`src/rtl/serload_pkg.sv`:
```
package serload_pkg;
    localparam int WORD_W    = 24;
    localparam int CTRL_W    = 2;
    localparam int NUM_LATCH = 1 << CTRL_W;
    localparam int PAY_W     = WORD_W - CTRL_W;

    // bit positions of the synchronized input bundle
    localparam int IN_SCLK = 0;
    localparam int IN_DATA = 1;
    localparam int IN_LE   = 2;
    localparam int IN_CE   = 3;
    localparam int IN_W    = 4;

    typedef logic [WORD_W-1:0] word_t;
    typedef logic [PAY_W-1:0]  pay_t;
    typedef logic [CTRL_W-1:0] addr_t;
endpackage

```
`src/rtl/serload_sync.sv`:
```
module serload_sync #(
    parameter int WIDTH  = 4,
    parameter int STAGES = 2
) (
    input  logic             clk_i,
    input  logic             rst_ni,
    input  logic [WIDTH-1:0] async_i,
    output logic [WIDTH-1:0] sync_o
);
    logic [STAGES-1:0][WIDTH-1:0] chain_d, chain_q;

    always_comb begin
        chain_d    = chain_q;
        chain_d[0] = async_i;
        for (int s = 1; s < STAGES; s++) begin
            chain_d[s] = chain_q[s-1];
        end
    end

    always_ff @(posedge clk_i or negedge rst_ni) begin
        if (!rst_ni) begin
            chain_q <= '0;
        end else begin
            chain_q <= chain_d;
        end
    end

    assign sync_o = chain_q[STAGES-1];
endmodule

```
`src/rtl/serload_shifter.sv`:
```
module serload_shifter
    import serload_pkg::*;
(
    input  logic  clk_i,
    input  logic  rst_ni,
    input  logic  sclk_i,
    input  logic  sdata_i,
    input  logic  sle_i,
    output logic  load_o,
    output word_t load_word_o
);
    typedef struct packed {
        logic  sclk_prev;
        logic  le_prev;
        word_t sr;
        logic  load;
        word_t load_word;
    } shift_state_t;

    shift_state_t st_d, st_q;

    always_comb begin
        st_d           = st_q;
        st_d.load      = 1'b0;
        st_d.sclk_prev = sclk_i;
        st_d.le_prev   = sle_i;
        // shift first, so a coincident load sees the new bit
        if (sclk_i && !st_q.sclk_prev) begin
            st_d.sr = {st_q.sr[WORD_W-2:0], sdata_i};
        end
        if (sle_i && !st_q.le_prev) begin
            st_d.load      = 1'b1;
            st_d.load_word = st_d.sr;
        end
    end

    always_ff @(posedge clk_i or negedge rst_ni) begin
        if (!rst_ni) begin
            st_q <= '0;
        end else begin
            st_q <= st_d;
        end
    end

    assign load_o      = st_q.load;
    assign load_word_o = st_q.load_word;
endmodule

```
`src/rtl/serload_latch_bank.sv`:
```
module serload_latch_bank
    import serload_pkg::*;
(
    input  logic                             clk_i,
    input  logic                             rst_ni,
    input  logic                             load_i,
    input  word_t                            word_i,
    output logic [NUM_LATCH-1:0][PAY_W-1:0]  latch_o,
    output logic [NUM_LATCH-1:0]             upd_o
);
    typedef struct packed {
        pay_t pay;
        logic upd;
    } slot_t;

    for (genvar g = 0; g < NUM_LATCH; g++) begin : g_slot
        slot_t slot_d, slot_q;
        logic  hit;

        assign hit = load_i && (word_i[CTRL_W-1:0] == addr_t'(g));

        always_comb begin
            slot_d     = slot_q;
            slot_d.upd = hit;
            if (hit) begin
                slot_d.pay = word_i[WORD_W-1:CTRL_W];
            end
        end

        always_ff @(posedge clk_i or negedge rst_ni) begin
            if (!rst_ni) begin
                slot_q <= '0;
            end else begin
                slot_q <= slot_d;
            end
        end

        assign latch_o[g] = slot_q.pay;
        assign upd_o[g]   = slot_q.upd;
    end
endmodule

```
`src/rtl/serload_power.sv`:
```
module serload_power (
    input  logic ce_sync_i,
    input  logic pd_bit_i,
    output logic pwr_down_o,
    output logic cp_tristate_o
);
    logic pd_d;

    always_comb begin
        pd_d          = !ce_sync_i || pd_bit_i;
        pwr_down_o    = pd_d;
        cp_tristate_o = pd_d;
    end
endmodule

```
`src/rtl/serial_reg_loader.sv`:
```
module serial_reg_loader
    import serload_pkg::*;
#(
    parameter int SYNC_STAGES = 2,
    parameter int PD_LATCH    = 0,
    parameter int PD_BIT      = 19
) (
    input  logic                            clk_i,
    input  logic                            rst_ni,
    input  logic                            ser_clk_i,
    input  logic                            ser_data_i,
    input  logic                            ser_le_i,
    input  logic                            chip_en_i,
    output logic [NUM_LATCH-1:0][PAY_W-1:0] latch_data_o,
    output logic [NUM_LATCH-1:0]            latch_upd_o,
    output logic                            pwr_down_o,
    output logic                            cp_tristate_o
);
    logic [IN_W-1:0] raw_in, sync_in;
    logic            load;
    word_t           load_word;

    always_comb begin
        raw_in          = '0;
        raw_in[IN_SCLK] = ser_clk_i;
        raw_in[IN_DATA] = ser_data_i;
        raw_in[IN_LE]   = ser_le_i;
        raw_in[IN_CE]   = chip_en_i;
    end

    serload_sync #(
        .WIDTH  (IN_W),
        .STAGES (SYNC_STAGES)
    ) sync_i (
        .clk_i   (clk_i),
        .rst_ni  (rst_ni),
        .async_i (raw_in),
        .sync_o  (sync_in)
    );

    serload_shifter shift_i (
        .clk_i       (clk_i),
        .rst_ni      (rst_ni),
        .sclk_i      (sync_in[IN_SCLK]),
        .sdata_i     (sync_in[IN_DATA]),
        .sle_i       (sync_in[IN_LE]),
        .load_o      (load),
        .load_word_o (load_word)
    );

    serload_latch_bank bank_i (
        .clk_i   (clk_i),
        .rst_ni  (rst_ni),
        .load_i  (load),
        .word_i  (load_word),
        .latch_o (latch_data_o),
        .upd_o   (latch_upd_o)
    );

    serload_power power_i (
        .ce_sync_i     (sync_in[IN_CE]),
        .pd_bit_i      (latch_data_o[PD_LATCH][PD_BIT]),
        .pwr_down_o    (pwr_down_o),
        .cp_tristate_o (cp_tristate_o)
    );
endmodule

```
`config.mk`:
```
export PLATFORM = sky130hd
export DESIGN_NAME = serial_reg_loader
export DESIGN_NICKNAME = d
export VERILOG_FILES = /design/src/rtl/serload_pkg.sv /design/src/rtl/serload_sync.sv /design/src/rtl/serload_shifter.sv /design/src/rtl/serload_latch_bank.sv /design/src/rtl/serload_power.sv /design/src/rtl/serial_reg_loader.sv
export SDC_FILE = /design/constraint.sdc
export NUM_CORES = 1
export LEC_CHECK = 0
export BUFFER_PORTS_ARGS = -buffer_cell sky130_fd_sc_hd__buf_4
export CORE_MARGIN = 8
export CORE_UTILIZATION = 59
export DETAILED_ROUTE_END_ITERATION = 8
export PLACE_DENSITY = 0.84
export RECOVER_POWER = 50
export SLEW_MARGIN = 20
export SYNTH_ARGS = -nofsm -noshare
export SYNTH_HDL_FRONTEND = slang
export SYNTH_SLANG_ARGS = --single-unit
```
`constraint.sdc`:
```
create_clock -name clk_i -period 3.7 [get_ports clk_i]
set_input_delay 0.185 -clock clk_i [delete_from_list [all_inputs] [get_ports clk_i]]
set_output_delay 0.185 -clock clk_i [all_outputs]
set_load 0.03 [all_outputs]
```
# --- After elaboration in Yosys (flattened, before gate mapping) ---
# Index checks and enable logic that the tools add are counted.
classes:
  eq_ne: 3
  mux: 2
  n_reduce_logical: 11
op_table:
  columns: ["cell", "count"]
  rows:
  - ["$mux 25", 1]
  - ["$mux 24", 1]
  - ["$logic_and 1x1->1", 6]
  - ["$eq 2x2->1 const B", 2]
  - ["$logic_not 1->1", 3]
  - ["$eq 2x1->1 const B", 1]
  - ["$logic_not 2->1", 1]
  - ["$logic_or 1x1->1", 1]
word_totals:
  reg_bits: 151
  in_bits: 6
  output_inout_bits: 94

# --- Depth between registers and ports, before layout ---
depth:
  word_depth: 4
  ltp_mapped: 5
  ltp_nobuf: 3

# --- Modules after synthesis ---
# Synthesis repeated with hierarchy kept, for this count alone.
unflattened:
  hier_cells: 336
  hier_area_um2: 5844.4
modules_own_cells:
  columns: ["module", "instances", "cells_each", "area_each_um2", "seq_area_each_um2"]
  rows:
  - ["serload_latch_bank", 1, 195, 3398.3, 2302.2]
  - ["serload_shifter", 1, 131, 2232.1, 1276.2]
  - ["serload_sync", 1, 8, 200.2, 200.2]
  - ["serload_power", 1, 2, 13.8, 0.0]

# --- Worst setup path after synthesis ---
# Ideal clock, no wire load.
synth_path:
  path_kind: "register -> register"
  start: "register shift_i.st_q[50] in the netlist's numbering"
  end: "register shift_i.st_q, in the netlist shift_i.load_word_o[14]"
  setup_time_ns: 0.125
  t_arrival_ns: 1.302
  t_required_ns: 3.575
  path_slack_ns: 2.273
  path_stages_with_launch: 6
  n_path_buf: 2
  synth_period_minus_slack_ns: 1.427
  path_cell_list: "dfrtp_1 -> nor2b_4 -> buf_6 -> buf_8 -> mux2_4 -> mux2_4"
synth_rtl:
  columns: ["element", "line_no", "source"]
  rows:
  - ["from (decl)", "serload_shifter.sv:20", "shift_state_t st_d, st_q;"]
  - ["from (signal assigned)", "serload_shifter.sv:41", "st_q <= st_d;"]

==> reports/metrics.yaml <==
worst_hold_path:
  hold_path_startpoint: "chip_en_i"
  hp-class: "input port to flop"
floorplanning:
  coreArea_um2: 9240
  die_h_um: 114
  dieWidth_um: 114
  rows: 35
  start_util_pct: 60.9
  die_area_um2: 12900
  io_pins: 100
place:
  dpl_worst_slack_ns: 1.61
  portBuffers: 99
  dpl.hpwl_um: 7030
  place_congestion: 0.701
timing:
  finalSetupTns_ns: 0
  rsz0062_at_grt: "no"
  min_period_over_period_pct: 64.9
  skew_ns: 0.00713
  relSlewSlack_pct: -63.0
  hold_viol_final: 0
  tightest_slew_ns: 2.45
  final.setup.worst_slack_ns: 1.30
  slew_viol_final: 104
  setup_violations: 0
  finalCriticalPeriod_ns: 2.40
  max_clock_freq_ghz: 0.416
synth:
  syn-num-nets: 319
  yosysUniqueCellTypes: 15
  ys_ff_latch: 151
  yosys_warnings: 0
  syn_area_per_cell_um2: 18.0
  seq_area_frac_synth_pct: 67.1
  synthesis.area_um2: 5630
  netlist_instances: 313
cts:
  hold_buffers: 5
  cts.sinks: 151
  cts_tree: "built"
  h-tree-depth: 4
  postCtsResizedCells: 0
  cts-root-buf: "clkbuf_8"
  clock_latency_ns: 0.52
  numCtsBuffers: 17
  cts.clk_slew.worst_paths_ns: 0.06
  cts_buffer_depth: 2
  cts_setup_buffers: 0
drt:
  vias: 2953
  ant_nets: 0
  drcViolationCount: 0
  wl_per_cell_um: 19.7
  drtPass1Iterations: 4
  drt_iter0_markers: 133
  routed_wl_um: 11200
  vias_per_cell: 5.20
setup_path:
  r2r_start: "shift_i.load_word_o[1]"
  cp_data_arrival_time_ns: 3.07
  crit_path_max_incr_delay_ns: 1.72
  worstSetupEndpointType: "asynchronous set/reset pin"
  start_kind: "input port"
  cp_num_buf_inv: 3
  worstPathCellList: "dlygate4sd3_1, clkbuf_2, buf_4"
  crit_family: "buffers and inverters"
  crit_start: "rst_ni"
  required_ns: 4.37
  crit_type: "input port to asynchronous set/reset pin"
  crit_fanout: 103
  slowest_stage: "clkbuf_2"
cells_and_area:
  antenna_cells: 0
  syn_to_final_growth_pct: 21.1
  layout-drive-gt1-share_pct: 42.6
  final_common_cell: "dfrtp_1"
  final_cell_mix: "dfrtp_1, mux2_2, clkbuf_1, mux2_4, clkbuf_16"
  nNetsFinal: 433
outcome:
  violations: "max-capacitance violations, max-slew violations"
  status: "finished with violations"
pwr:
  p_leak_nw: 3.35
  ir_worst_vdd_uv: 377
  p_per_area_nw_per_um2: 799
global_route:
  grt_max_degree: 104
  grt.overflow.total: 0
  groute.usage.overall_pct: 18.3
  grt_pass1_vias: 3360
  antenna_found_initial: 0
  grt_pass1_wl_um: 18100
run:
  max_cap_violations: 1
## metal layers
metal / wire length [um] / up-vias / share of wire (%) / GRT usage (%)
met1: 4810 / 1521 / 43 / 22.0
met4: 85 / 0 / 0.76 / 6.39
met2: 5570 / 85 / 50 / 29.4
met5: 0 / - / 0 / 0
met3: 738 / 9 / 6.6 / 7.29
li1: - / 1338 / - / -
## worst register-to-register path, delay by kind of cell, from the launching register on
family	cells	cell delay, ns
AND/OR/NAND/NOR	1	0.82
buffers and inverters	1	0.47
flip-flops	1	0.45
multiplexers	1	0.29
## area by class of cell
cell class	count	area, um2
clock buffers	18	418
multi-input cells	143	1730
inverters	4	15.0
flip-flops and latches	151	3780
repair buffers	110	513
clock inverters	13	205
fillers	616	2420
well taps	129	161
## synth_stat cells
cell type,instances,area [um2]
nand3_1,1,5.00
dfrtp_1,151,3780
nor2b_4,1,13.8
buf_4,4,30.0
clkinv_1,1,3.75
mux2_2,101,1140
buf_2,8,40.0
nand2b_1,2,12.5
buf_6,1,11.3
nor3b_2,1,12.5
buf_12,1,20.0
inv_1,3,11.3
buf_8,1,15.0
nand3b_1,2,15.0
mux2_4,35,526
## state kept, by name (all words and copies together), names as in the netlist
register / count
bank_i.latch_o: 88
bank_i.upd_o: 4
shift_i.load_o: 1
shift_i.load_word_o: 24
shift_i.st_q: 26
sync_i.chain_d: 4
sync_i.sync_o: 4
## cell families after synthesis
family,Yosys count,share of synthesized area [%]
simple gates,7,1.04
mux,136,29.5
buf+inv,19,2.33
flops,151,67.1
## power by group
group	switching, mW	internal, mW
clock	0.649	1.16
sequential	0.284	2.04
combinational	0.791	0.524
total	1.72	3.72
## metrics by stage
stage          utilization, %  cells  cell area, um2  hold WS, ns  power (mW)
2_1_floorplan               -    313            5630       -0.111        3.26
3_3_place_gp             70.1    532            6470        0.295        3.79
3_5_place_dp             70.1    532            6470        0.296        3.85
4_1_cts                  77.4    568            7150        0.295        5.69
5_1_grt                  73.8    568            6820        0.318        5.68
6_report                 73.8    568            6820        0.334        5.45
## final timing paths
| path | slack [ns] | endpoint | depth (start not counted) |
|---|---|---|---|
| setup / recovery | 1.30 | bank_i.latch_o[78] | 3 |
| hold / removal | 0.33 | sync_i.chain_d[7] | 2 |
| setup reg to reg | 1.55 | bank_i.latch_o[39] | 3 |
| hold reg to reg | 0.35 | sync_i.sync_o[2] | 0 |
| max in group clk_i | 1.55 | bank_i.latch_o[39] | 3 |
| min in group asynchronous | 0.95 | bank_i.latch_o[70] | 2 |
Power figures use the tool's default switching activity.
